===== src/rtl/oneshot_pkg.sv =====
package oneshot_pkg;
  typedef struct packed {
    logic a_n;
    logic b;
    logic clr_n;
  } ctl_t;

  localparam ctl_t CTL_IDLE = '{a_n: 1'b1, b: 1'b0, clr_n: 1'b1};
endpackage


===== src/rtl/oneshot_sampler.sv =====
module oneshot_sampler
  import oneshot_pkg::*;
(
  input  logic clk_i,
  input  logic rst_ni,
  input  ctl_t ctl_i,
  output ctl_t cur_o,
  output ctl_t prv_o,
  output logic vld_o
);
  ctl_t cur_q, prv_q;
  logic s_vld_q, p_vld_q;

  always_ff @(posedge clk_i or negedge rst_ni) begin
    if (!rst_ni) begin
      cur_q   <= CTL_IDLE;
      prv_q   <= CTL_IDLE;
      s_vld_q <= 1'b0;
      p_vld_q <= 1'b0;
    end else begin
      cur_q   <= ctl_i;
      prv_q   <= cur_q;
      s_vld_q <= 1'b1;
      p_vld_q <= s_vld_q;
    end
  end

  // edges are meaningful only once prv holds a real sample
  assign cur_o = cur_q;
  assign prv_o = prv_q;
  assign vld_o = p_vld_q;
endmodule


===== src/rtl/oneshot_trig_detect.sv =====
module oneshot_trig_detect
  import oneshot_pkg::*;
(
  input  logic clk_i,
  input  logic rst_ni,
  input  ctl_t cur_i,
  input  ctl_t prv_i,
  input  logic vld_i,
  output logic trig_o
);
  logic b_rise, a_fall, c_rise, hit;
  logic trig_q;

  assign b_rise = cur_i.b & ~prv_i.b;
  assign a_fall = ~cur_i.a_n & prv_i.a_n;
  assign c_rise = cur_i.clr_n & ~prv_i.clr_n;

  assign hit = vld_i & ((b_rise & ~cur_i.a_n & cur_i.clr_n) |
                        (a_fall &  cur_i.b   & cur_i.clr_n) |
                        (c_rise & ~cur_i.a_n & cur_i.b));

  always_ff @(posedge clk_i or negedge rst_ni) begin
    if (!rst_ni) trig_q <= 1'b0;
    else         trig_q <= hit;
  end

  assign trig_o = trig_q;
endmodule


===== src/rtl/oneshot_timer.sv =====
module oneshot_timer #(
  parameter int LEN_W = 16
) (
  input  logic             clk_i,
  input  logic             rst_ni,
  input  logic             trig_i,
  input  logic             clr_ok_i,
  input  logic [LEN_W-1:0] len_i,
  output logic             active_o
);
  localparam logic [LEN_W-1:0] CNT_ONE = LEN_W'(1);

  logic [LEN_W-1:0] cnt_q;

  always_ff @(posedge clk_i or negedge rst_ni) begin
    if (!rst_ni)             cnt_q <= '0;
    else if (!clr_ok_i)      cnt_q <= '0;
    else if (trig_i)         cnt_q <= len_i;
    else if (cnt_q != '0)    cnt_q <= cnt_q - CNT_ONE;
  end

  assign active_o = (cnt_q != '0);
endmodule


===== src/rtl/oneshot_gen.sv =====
module oneshot_gen
  import oneshot_pkg::*;
#(
  parameter int LEN_W = 16
) (
  input  logic             clk_i,
  input  logic             rst_ni,
  input  logic             trig_n_i,
  input  logic             trig_i,
  input  logic             clr_ni,
  input  logic [LEN_W-1:0] len_i,
  output logic             q_o,
  output logic             qn_o
);
  ctl_t ctl_in, cur, prv;
  logic vld, trig_q, active, clr_s;

  assign ctl_in = '{a_n: trig_n_i, b: trig_i, clr_n: clr_ni};

  oneshot_sampler i_sampler (
    .clk_i  (clk_i),
    .rst_ni (rst_ni),
    .ctl_i  (ctl_in),
    .cur_o  (cur),
    .prv_o  (prv),
    .vld_o  (vld)
  );

  oneshot_trig_detect i_detect (
    .clk_i  (clk_i),
    .rst_ni (rst_ni),
    .cur_i  (cur),
    .prv_i  (prv),
    .vld_i  (vld),
    .trig_o (trig_q)
  );

  assign clr_s = cur.clr_n;

  oneshot_timer #(.LEN_W(LEN_W)) i_timer (
    .clk_i    (clk_i),
    .rst_ni   (rst_ni),
    .trig_i   (trig_q),
    .clr_ok_i (clr_s),
    .len_i    (len_i),
    .active_o (active)
  );

  // sampled clear gates the output on the same edge
  assign q_o  = active & clr_s;
  assign qn_o = ~q_o;
endmodule


===== config.mk =====
export PLATFORM = sky130hd
export DESIGN_NAME = oneshot_gen
export DESIGN_NICKNAME = d
export VERILOG_FILES = /design/src/rtl/oneshot_pkg.sv /design/src/rtl/oneshot_sampler.sv /design/src/rtl/oneshot_trig_detect.sv /design/src/rtl/oneshot_timer.sv /design/src/rtl/oneshot_gen.sv
export SDC_FILE = /design/constraint.sdc
export NUM_CORES = 1
export LEC_CHECK = 0
export BUFFER_PORTS_ARGS = -buffer_cell sky130_fd_sc_hd__buf_4
export CAP_MARGIN = 0
export CORE_MARGIN = 4
export CORE_UTILIZATION = 50
export CTS_CLUSTER_SIZE = 12
export DETAILED_ROUTE_END_ITERATION = 6
export GPL_TIMING_DRIVEN = 0
export PLACE_DENSITY = 0.72
export SLEW_MARGIN = 20
export SYNTH_ARGS = -nofsm -noshare
export SYNTH_HDL_FRONTEND = slang
export SYNTH_SLANG_ARGS = --single-unit

===== constraint.sdc =====
create_clock -name clk_i -period 4 [get_ports clk_i]
set_input_delay 0.2 -clock clk_i [delete_from_list [all_inputs] [get_ports clk_i]]
set_output_delay 0.2 -clock clk_i [all_outputs]
set_load 0.03 [all_outputs]

==> results of run 1 <==
registers in the layout, indices dropped and copies added, names as in the netlist:
name / flops
i_detect.trig_o: 1
i_sampler.vld_o: 1
i_sampler.prv_o: 3
i_sampler.s_vld_q: 1
i_timer.cnt_q: 16
i_sampler.cur_o: 3
report_power, final:
part | total, mW | switching [mW] | internal [mW]
Combinational | 0.711 | 0.362 | 0.348
Sequential | 0.424 | 0.0949 | 0.330
Clock | 0.126 | 0.0852 | 0.0411
cell families (layout without fill, tap and decap cells):
group	Yosys count	in the layout	synth area share
simple gates	50	50	0.2417
flops	25	25	0.4777
xor+xnor	15	15	0.09952
compound gates	12	12	0.07773
buf+inv	9	39	0.03790
mux	7	7	0.05308
fa+ha+maj	1	1	0.009477
other cells	1	1	0.002841
metrics by stage:
stage / area (um^2) / instances / hold WS [ps]
after CTS: 1594 / 180 / 83.42
after global routing: 1594 / 180 / 76.18
after global placement: 1523 / 172 / 115.3
final: 1594 / 180 / 86.22
after floorplan: 1320 / 120 / -95.59
after detailed placement: 1523 / 172 / 116.5
critical path, cell delays in order, from the launching register on:
cell	delay, ps
sky130_fd_sc_hd__dfrtp_1	440
sky130_fd_sc_hd__inv_1	110
sky130_fd_sc_hd__ha_1	210
sky130_fd_sc_hd__nor3b_1	520
sky130_fd_sc_hd__nand4b_4	240
sky130_fd_sc_hd__nand2_1	150
sky130_fd_sc_hd__inv_1	50
sky130_fd_sc_hd__buf_4	160
layout make-up:
| type | instances | area share |
|---|---|---|
| Multi-Input combinational cell | 86 | 0.4011 |
| Inverter | 5 | 0.01177 |
| Tap cell | 30 | 0.02355 |
| Sequential cell | 25 | 0.3956 |
| Buffer | 4 | 0.01962 |
| Timing Repair Buffer | 26 | 0.1287 |
| Clock inverter | 1 | 0.005495 |
| Clock buffer | 3 | 0.01413 |
cells in the final DEF (no fill, tap or decap), types with 2 or more instances in the layout:
master,count
sky130_fd_sc_hd__buf_4,22
sky130_fd_sc_hd__xnor2_1,10
sky130_fd_sc_hd__nor4_1,3
sky130_fd_sc_hd__clkbuf_4,3
sky130_fd_sc_hd__nand2_1,8
sky130_fd_sc_hd__xor2_1,5
sky130_fd_sc_hd__nand4b_1,2
sky130_fd_sc_hd__nor3_1,6
sky130_fd_sc_hd__buf_6,2
sky130_fd_sc_hd__inv_1,4
sky130_fd_sc_hd__dfstp_2,4
sky130_fd_sc_hd__dfrtp_1,21
sky130_fd_sc_hd__nor4_2,2
sky130_fd_sc_hd__nor2_1,17
sky130_fd_sc_hd__a211oi_1,2
sky130_fd_sc_hd__mux2i_1,7
sky130_fd_sc_hd__a21oi_2,2
sky130_fd_sc_hd__dlygate4sd3_1,4
sky130_fd_sc_hd__a21oi_1,3
sky130_fd_sc_hd__nor4_4,2
sky130_fd_sc_hd__or4_4,2
sky130_fd_sc_hd__a211oi_2,2
per-layer routing:
layer / vias to the layer above / share of wire
met5: - / 0
met4: 0 / 0.018
met3: 5 / 0.054
met2: 24 / 0.50
met1: 451 / 0.43
li1: 471 / -
final timing paths:
path / endpoint
max in group asynchronous: i_sampler.cur_o[2]$_DFF_PN1_
hold reg to reg: i_sampler.vld_o$_DFF_PN0_
setup / recovery: q_o
min in group asynchronous: i_timer.cnt_q[4]$_DFFE_PN0P_
setup reg to reg: i_timer.cnt_q[11]$_DFFE_PN0P_
hold / removal: i_timer.cnt_q[4]$_DFFE_PN0P_
==> impl_metrics.sql, run 1 <==
INSERT INTO impl_metrics (metric_group, metric, value, unit) VALUES
('run_status', 'outcome', 'completed', ''),
('synthesis', 'synth-async-reset-ratio', '1.000', ''),
('layout', 'ratio_of_cells_with_drive_above_1_in_the_final_layout', '0.3133', ''),
('synthesis', 'yosys_register_bits', '25', ''),
('synthesis', 'synth_top_flop_cell', 'sky130_fd_sc_hd__dfrtp_1', ''),
('grt', 'busiest_layer_in_global_routing', 'met2', ''),
('sta', 'period_utilization_post_route', '0.6026', ''),
('worst_setup_path', 'critPathArrivalTime', '2210', 'ps'),
('die', 'initial_core_util', '0.5280', ''),
('worst_hold_path', 'hold_class', 'in -> reg', ''),
('placement', 'dp_hpwl', '1866', 'um'),
('die', 'die_area', '0.003526', 'mm^2'),
('grt', 'largest_net_degree_at_the_start_of_global_routing', '26', ''),
('drt', 'route.detailed.vias_per_inst', '5.283', ''),
('placement', 'place_ws', '1890', 'ps'),
('drt', 'final_wl', '2591', 'um'),
('synthesis', 'synth.cell_area', '0.001320', 'mm^2'),
('clock_tree', 'cts.clk_slew.worst_paths', '140', 'ps'),
('layout', 'layout.core_utilization', '0.6376', ''),
('clock_tree', 'clkSinkCount', '25', ''),
('worst_setup_path', 'setup.worst_path.class', 'reg -> out', ''),
('sta', 'transition_time_of_the_tightest_slew_check_pin', '579.9', 'ps'),
('synthesis', 'synth-seq-area-share', '0.4777', ''),
('clock_tree', 'cts_tree', 'done', ''),
('sta', 'maximum_achievable_frequency', '0.4149', 'GHz'),
('power_and_ir_drop', 'vdd.ir_drop.worst', '506.7', 'uV'),
('clock_tree', 'cts.path.max_buffers', '2', ''),
('worst_hold_path', 'hold_start', 'len_i[4]', ''),
('grt', 'grt_pass1_vias', '1019', ''),
('layout', 'antennaDiodeCount', '0', ''),
('clock_tree', 'cts.repair_timing.setup_buffer_count', '0', ''),
('synthesis', 'mappedNetlistNets', '142', ''),
('worst_setup_path', 'worst_ep_required_time', '3800', 'ps'),
('sta', 'setup_tns', '0', 'ps'),
('worst_setup_path', 'cp-startpoint', 'i_timer.cnt_q[0]$_DFFE_PN0P_', ''),
('worst_setup_path', 'reg2reg_slack', '1870', 'ps'),
('drt', 'drc', '0', ''),
('layout', 'area.sequential', '630.6', 'um^2'),
('worst_setup_path', 'timing.critical_path.from_type', 'flip-flop', ''),
('worst_setup_path', 'r2r-start', 'i_timer.cnt_q[0]$_DFFE_PN0P_', ''),
('sta', 'hold_viol_final', '0', ''),
('die', 'placeable_core_region', '0.002500', 'mm^2'),
('grt', 'grt_antenna_before_repair', '0', ''),
('die', 'boundaryPins', '23', ''),
('synthesis', 'ys_top_cells_by_count', '21 x sky130_fd_sc_hd__dfrtp_1, 17 x sky130_fd_sc_hd__nor2_1, 10 x sky130_fd_sc_hd__xnor2_1', ''),
('synthesis', 'synth_top_area_cell', 'sky130_fd_sc_hd__dfrtp_1', ''),
('worst_setup_path', 'cp_capture_type', 'primary output', ''),
('clock_tree', 'clkLatencyLatePin', '340', 'ps'),
('die', 'rows', '18', ''),
('worst_setup_path', 'worstPathMaxFanout', '4', ''),
('worst_setup_path', 'worstRegToRegCells', '7', ''),
('synthesis', 'yosys-top-cells-area', 'sky130_fd_sc_hd__dfrtp_1 40%, sky130_fd_sc_hd__dfstp_2 8.0%, sky130_fd_sc_hd__xnor2_1 6.6%', ''),
('placement', 'gpl.final_weighted_congestion', '0.8162', ''),
('synthesis', 'synthMostInstantiatedCell', 'sky130_fd_sc_hd__dfrtp_1', ''),
('synthesis', 'share_of_the_synthesized_area_in_the_top_cell_type', '0.3981', ''),
('synthesis', 'yosys.cell_types.count', '35', ''),
('power_and_ir_drop', 'static-leakage-power', '0.7549', 'nW'),
('clock_tree', 'cts_inserted_buffers', '3', ''),
('layout', 'finish.net_count', '173', ''),
('grt', 'first_pass_grt_wire_length', '4567', 'um'),
('synthesis', 'syn_area_per_cell', '11.00', 'um^2'),
('sta', 'finalMaxSlewViolations', '0', ''),
('grt', 'grt_use_met1', '0.2110', ''),
('die', 'die_width', '59.38', 'um'),
('grt', 'grt-ovfl-total', '0', ''),
('sta', 'clock_skew', '2.104', 'ps'),
('drt', 'vias', '951', ''),
('grt', 'grt_use_met3', '0.05011', ''),
('synthesis', 'synthesized_netlist_cell_count', '120', ''),
('drt', 'drt.antenna.violating_nets', '0', ''),
('drt', 'post_detailed_route_wirelength_per_cell', '14.39', 'um');
Note: power is estimated with default switching activity, not from simulation.
==> run 2: changes to the inputs <==
--- a/config.mk
+++ b/config.mk
@@ -8,11 +8,11 @@
 export BUFFER_PORTS_ARGS = -buffer_cell sky130_fd_sc_hd__buf_4
 export CAP_MARGIN = 0
 export CORE_MARGIN = 4
-export CORE_UTILIZATION = 50
+export CORE_UTILIZATION = 49
 export CTS_CLUSTER_SIZE = 12
 export DETAILED_ROUTE_END_ITERATION = 6
 export GPL_TIMING_DRIVEN = 0
-export PLACE_DENSITY = 0.72
+export PLACE_DENSITY = 0.74
 export SLEW_MARGIN = 20
 export SYNTH_ARGS = -nofsm -noshare
 export SYNTH_HDL_FRONTEND = slang
==> constraint.sdc (replaced) <==
create_clock -name clk_i -period 2 [get_ports clk_i]
set_input_delay 0.1 -clock clk_i [delete_from_list [all_inputs] [get_ports clk_i]]
set_output_delay 0.1 -clock clk_i [all_outputs]
set_load 0.03 [all_outputs]
==> impl_metrics.sql, run 2 (synthesis results as in run 1) <==
INSERT INTO impl_metrics (metric_group, metric, value, unit) VALUES
('run_status', 'outcome', 'completed', ''),
('sta', 'transition_time_of_the_tightest_slew_check_pin', '496.7', 'ps'),
('layout', 'antennaDiodeCount', '0', ''),
('drt', 'drt_pre_antenna_iters', '4', ''),
('worst_setup_path', 'setup.worst_path.class', 'reg -> reg', ''),
('drt', 'initialDrtViolationCount', '23', ''),
('power_and_ir_drop', 'clock_power_share', '0.088', ''),
('sta', 'finalHoldWorstSlack', '10.91', 'ps'),
('sta', 'number_of_failing_setup_endpoints_in_the_final_timing_report', '0', ''),
('placement', 'place_ws', '-78.21', 'ps'),
('power_and_ir_drop', 'switching_power', '1.121', 'mW'),
('sta', 'finalWorstSetupSlack', '58.47', 'ps'),
('sta', 'setup_tns', '0', 'ps'),
('layout', 'final_cell_mix', '29 x sky130_fd_sc_hd__buf_4, 21 x sky130_fd_sc_hd__dfrtp_1, 17 x sky130_fd_sc_hd__nor2_1', ''),
('layout', 'layout.core_utilization', '0.6726', ''),
('worst_hold_path', 'hold_class', 'in -> reg', ''),
('clock_tree', 'cts.path.max_buffers', '2', ''),
('worst_setup_path', 'timing.critical_path.slowest_stage_cell', 'sky130_fd_sc_hd__or4_4', ''),
('drt', 'post_detailed_route_wirelength_per_cell', '13.83', 'um'),
('power_and_ir_drop', 'power.density', '1569', 'mW/mm^2'),
('clock_tree', 'clkLatencyLatePin', '330', 'ps'),
('worst_setup_path', 'worst-path-buf-inv', '2', ''),
('power_and_ir_drop', 'static-leakage-power', '0.8062', 'nW'),
('layout', 'finish.net_count', '184', ''),
('layout', 'layout_commonest_cell', 'sky130_fd_sc_hd__buf_4', ''),
('die', 'die_h', '59.90', 'um'),
('die', 'boundaryPins', '23', ''),
('power_and_ir_drop', 'power.switching_fraction', '0.4211', ''),
('sta', 'period_utilization_post_route', '0.9708', ''),
('sta', 'setup_repair_after_global_routing_missed_its_margin', 'no', ''),
('clock_tree', 'cts.clk_slew.worst_paths', '130', 'ps'),
('power_and_ir_drop', 'vdd.ir_drop.worst', '959.4', 'uV'),
('die', 'die_width', '59.90', 'um'),
('layout', 'ratio_of_cells_with_drive_above_1_in_the_final_layout', '0.3540', ''),
('worst_setup_path', 'critPathArrivalTime', '2170', 'ps'),
('layout', 'stdcell_count', '191', ''),
('clock_tree', 'cts_root_buffer', 'sky130_fd_sc_hd__clkbuf_4', ''),
('placement', 'gpl.final_weighted_congestion', '0.8334', ''),
('worst_setup_path', 'timing.critical_path.from_type', 'flip-flop', ''),
('die', 'placeable_core_region', '0.002522', 'mm^2'),
('worst_setup_path', 'cpPeakStageDelay', '570', 'ps'),
('drt', 'drt.antenna.violating_nets', '0', ''),
('sta', 'slew-limit-headroom', '0.6663', ''),
('drt', 'route.detailed.vias_per_inst', '5.298', ''),
('clock_tree', 'htree_depth', '1', ''),
('drt', 'drc', '0', ''),
('die', 'initial_core_util', '0.5233', ''),
('power_and_ir_drop', 'combPwrFrac', '0.590', ''),
('clock_tree', 'clkSinkCount', '25', ''),
('grt', 'grt_pass1_vias', '1035', ''),
('worst_setup_path', 'critical_path.top_delay_family', 'simple AND/OR/NAND/NOR gates', ''),
('drt', 'vias', '1012', ''),
('worst_hold_path', 'hold_start', 'len_i[4]', ''),
('sta', 'period_minus_slack', '1942', 'ps'),
('job', 'maxCapViolations', '0', ''),
('die', 'rows', '18', ''),
('worst_setup_path', 'cp_capture_type', 'flip-flop', ''),
('power_and_ir_drop', 'intPower', '1.541', 'mW'),
('layout', 'area.growth.synth_to_final', '28.53', '%'),
('power_and_ir_drop', 'post-layout-total-power', '2.662', 'mW'),
('die', 'die_area', '0.003588', 'mm^2'),
('worst_setup_path', 'worstPathMaxFanout', '5', ''),
('layout', 'final_area', '0.001697', 'mm^2'),
('grt', 'largest_net_degree_at_the_start_of_global_routing', '26', ''),
('worst_setup_path', 'cell_breakdown_of_the_critical_path', 'or4_4 > nand4b_4 > buf_4 > o21ai_4 > clkbuf_4 > nor2_1', ''),
('sta', 'hold_viol_final', '0', ''),
('placement', 'placedInstanceArea', '0.001523', 'mm^2'),
('worst_setup_path', 'cp-startpoint', 'i_timer.cnt_q[11]$_DFFE_PN0P_', ''),
('drt', 'final_wl', '2641', 'um'),
('placement', 'dp.cells', '172', ''),
('clock_tree', 'cts_tree', 'done', ''),
('sta', 'maximum_achievable_frequency', '0.5151', 'GHz'),
('worst_setup_path', 'r2r-start', 'i_timer.cnt_q[11]$_DFFE_PN0P_', ''),
('worst_setup_path', 'worst_ep_required_time', '2230', 'ps'),
('layout', 'largest-register', 'i_timer.cnt_q', ''),
('grt', 'grt_antenna_before_repair', '0', ''),
('placement', 'place.port_buffers', '22', ''),
('power_and_ir_drop', 'seq_power_share', '0.322', ''),
('placement', 'dp_hpwl', '1863', 'um'),
('grt', 'first_pass_grt_wire_length', '4422', 'um'),
('grt', 'grt-ovfl-total', '0', ''),
('sta', 'clock_skew', '7.502', 'ps'),
('sta', 'finalMaxSlewViolations', '0', ''),
('grt', 'gr-usage-all-layers', '0.1649', ''),
('layout', 'largest_register_ffs', '16', ''),
('clock_tree', 'cts_inserted_buffers', '3', '');
==> run 2: tightest hold or removal path, cell delays in order <==
cell and delay (ps):
sky130_fd_sc_hd__buf_4 80, sky130_fd_sc_hd__a21oi_1 50, sky130_fd_sc_hd__nor2_1 80
==> run 2: power by group through the flow <==
stage	Clock, mW	Combinational (mW)	Sequential, mW
4_1_cts	0.244	1.49	0.855
3_3_place_gp	0	1.39	0.849
5_1_grt	0.265	1.74	0.874
2_1_floorplan	0	1.20	0.810
6_report	0.235	1.57	0.857
3_5_place_dp	0	1.41	0.866
==> run 2: worst paths after layout <==
| kind | end | slack [ps] | cells after the start |
|---|---|---|---|
| max | i_timer.cnt_q[13]$_DFFE_PN0P_ | 60 | 6 |
| min reg2reg | i_sampler.vld_o$_DFF_PN0_ | 370 | 0 |
| max in group asynchronous | i_sampler.cur_o[0]$_DFF_PN1_ | 1520 | 2 |
| max reg2reg | i_timer.cnt_q[13]$_DFFE_PN0P_ | 60 | 6 |
| min | i_timer.cnt_q[4]$_DFFE_PN0P_ | 10 | 3 |
| min in group asynchronous | i_timer.cnt_q[15]$_DFFE_PN0P_ | 190 | 2 |
==> run 2: repair_timing <==
item                                    CTS  global route
resized for setup                         2             2
hold buffers                              7             0
setup buffers                             2             5
pin swaps                                 0             1
cloned                                    0             1
endpoints found under the hold margin    31             0
endpoints found under the setup margin   13            13
==> run 2: metal layers <==
layer	vias up	share of wire	global-route usage
met5	-	0	0
met4	0	0.028	0.09177
met3	8	0.045	0.02808
met2	28	0.46	0.2500
met1	483	0.47	0.2215
li1	493	-	-
==> run 2: layout make-up <==
class | instances | area, um^2
fillers | 210 | 825.8
multi-input cells | 86 | 653.1
flip-flops and latches | 25 | 630.6
repair buffers | 37 | 295.3
well taps | 30 | 37.54
plain buffers | 4 | 31.28
clock buffers | 3 | 22.52
inverters | 5 | 18.77
clock inverters | 1 | 7.507
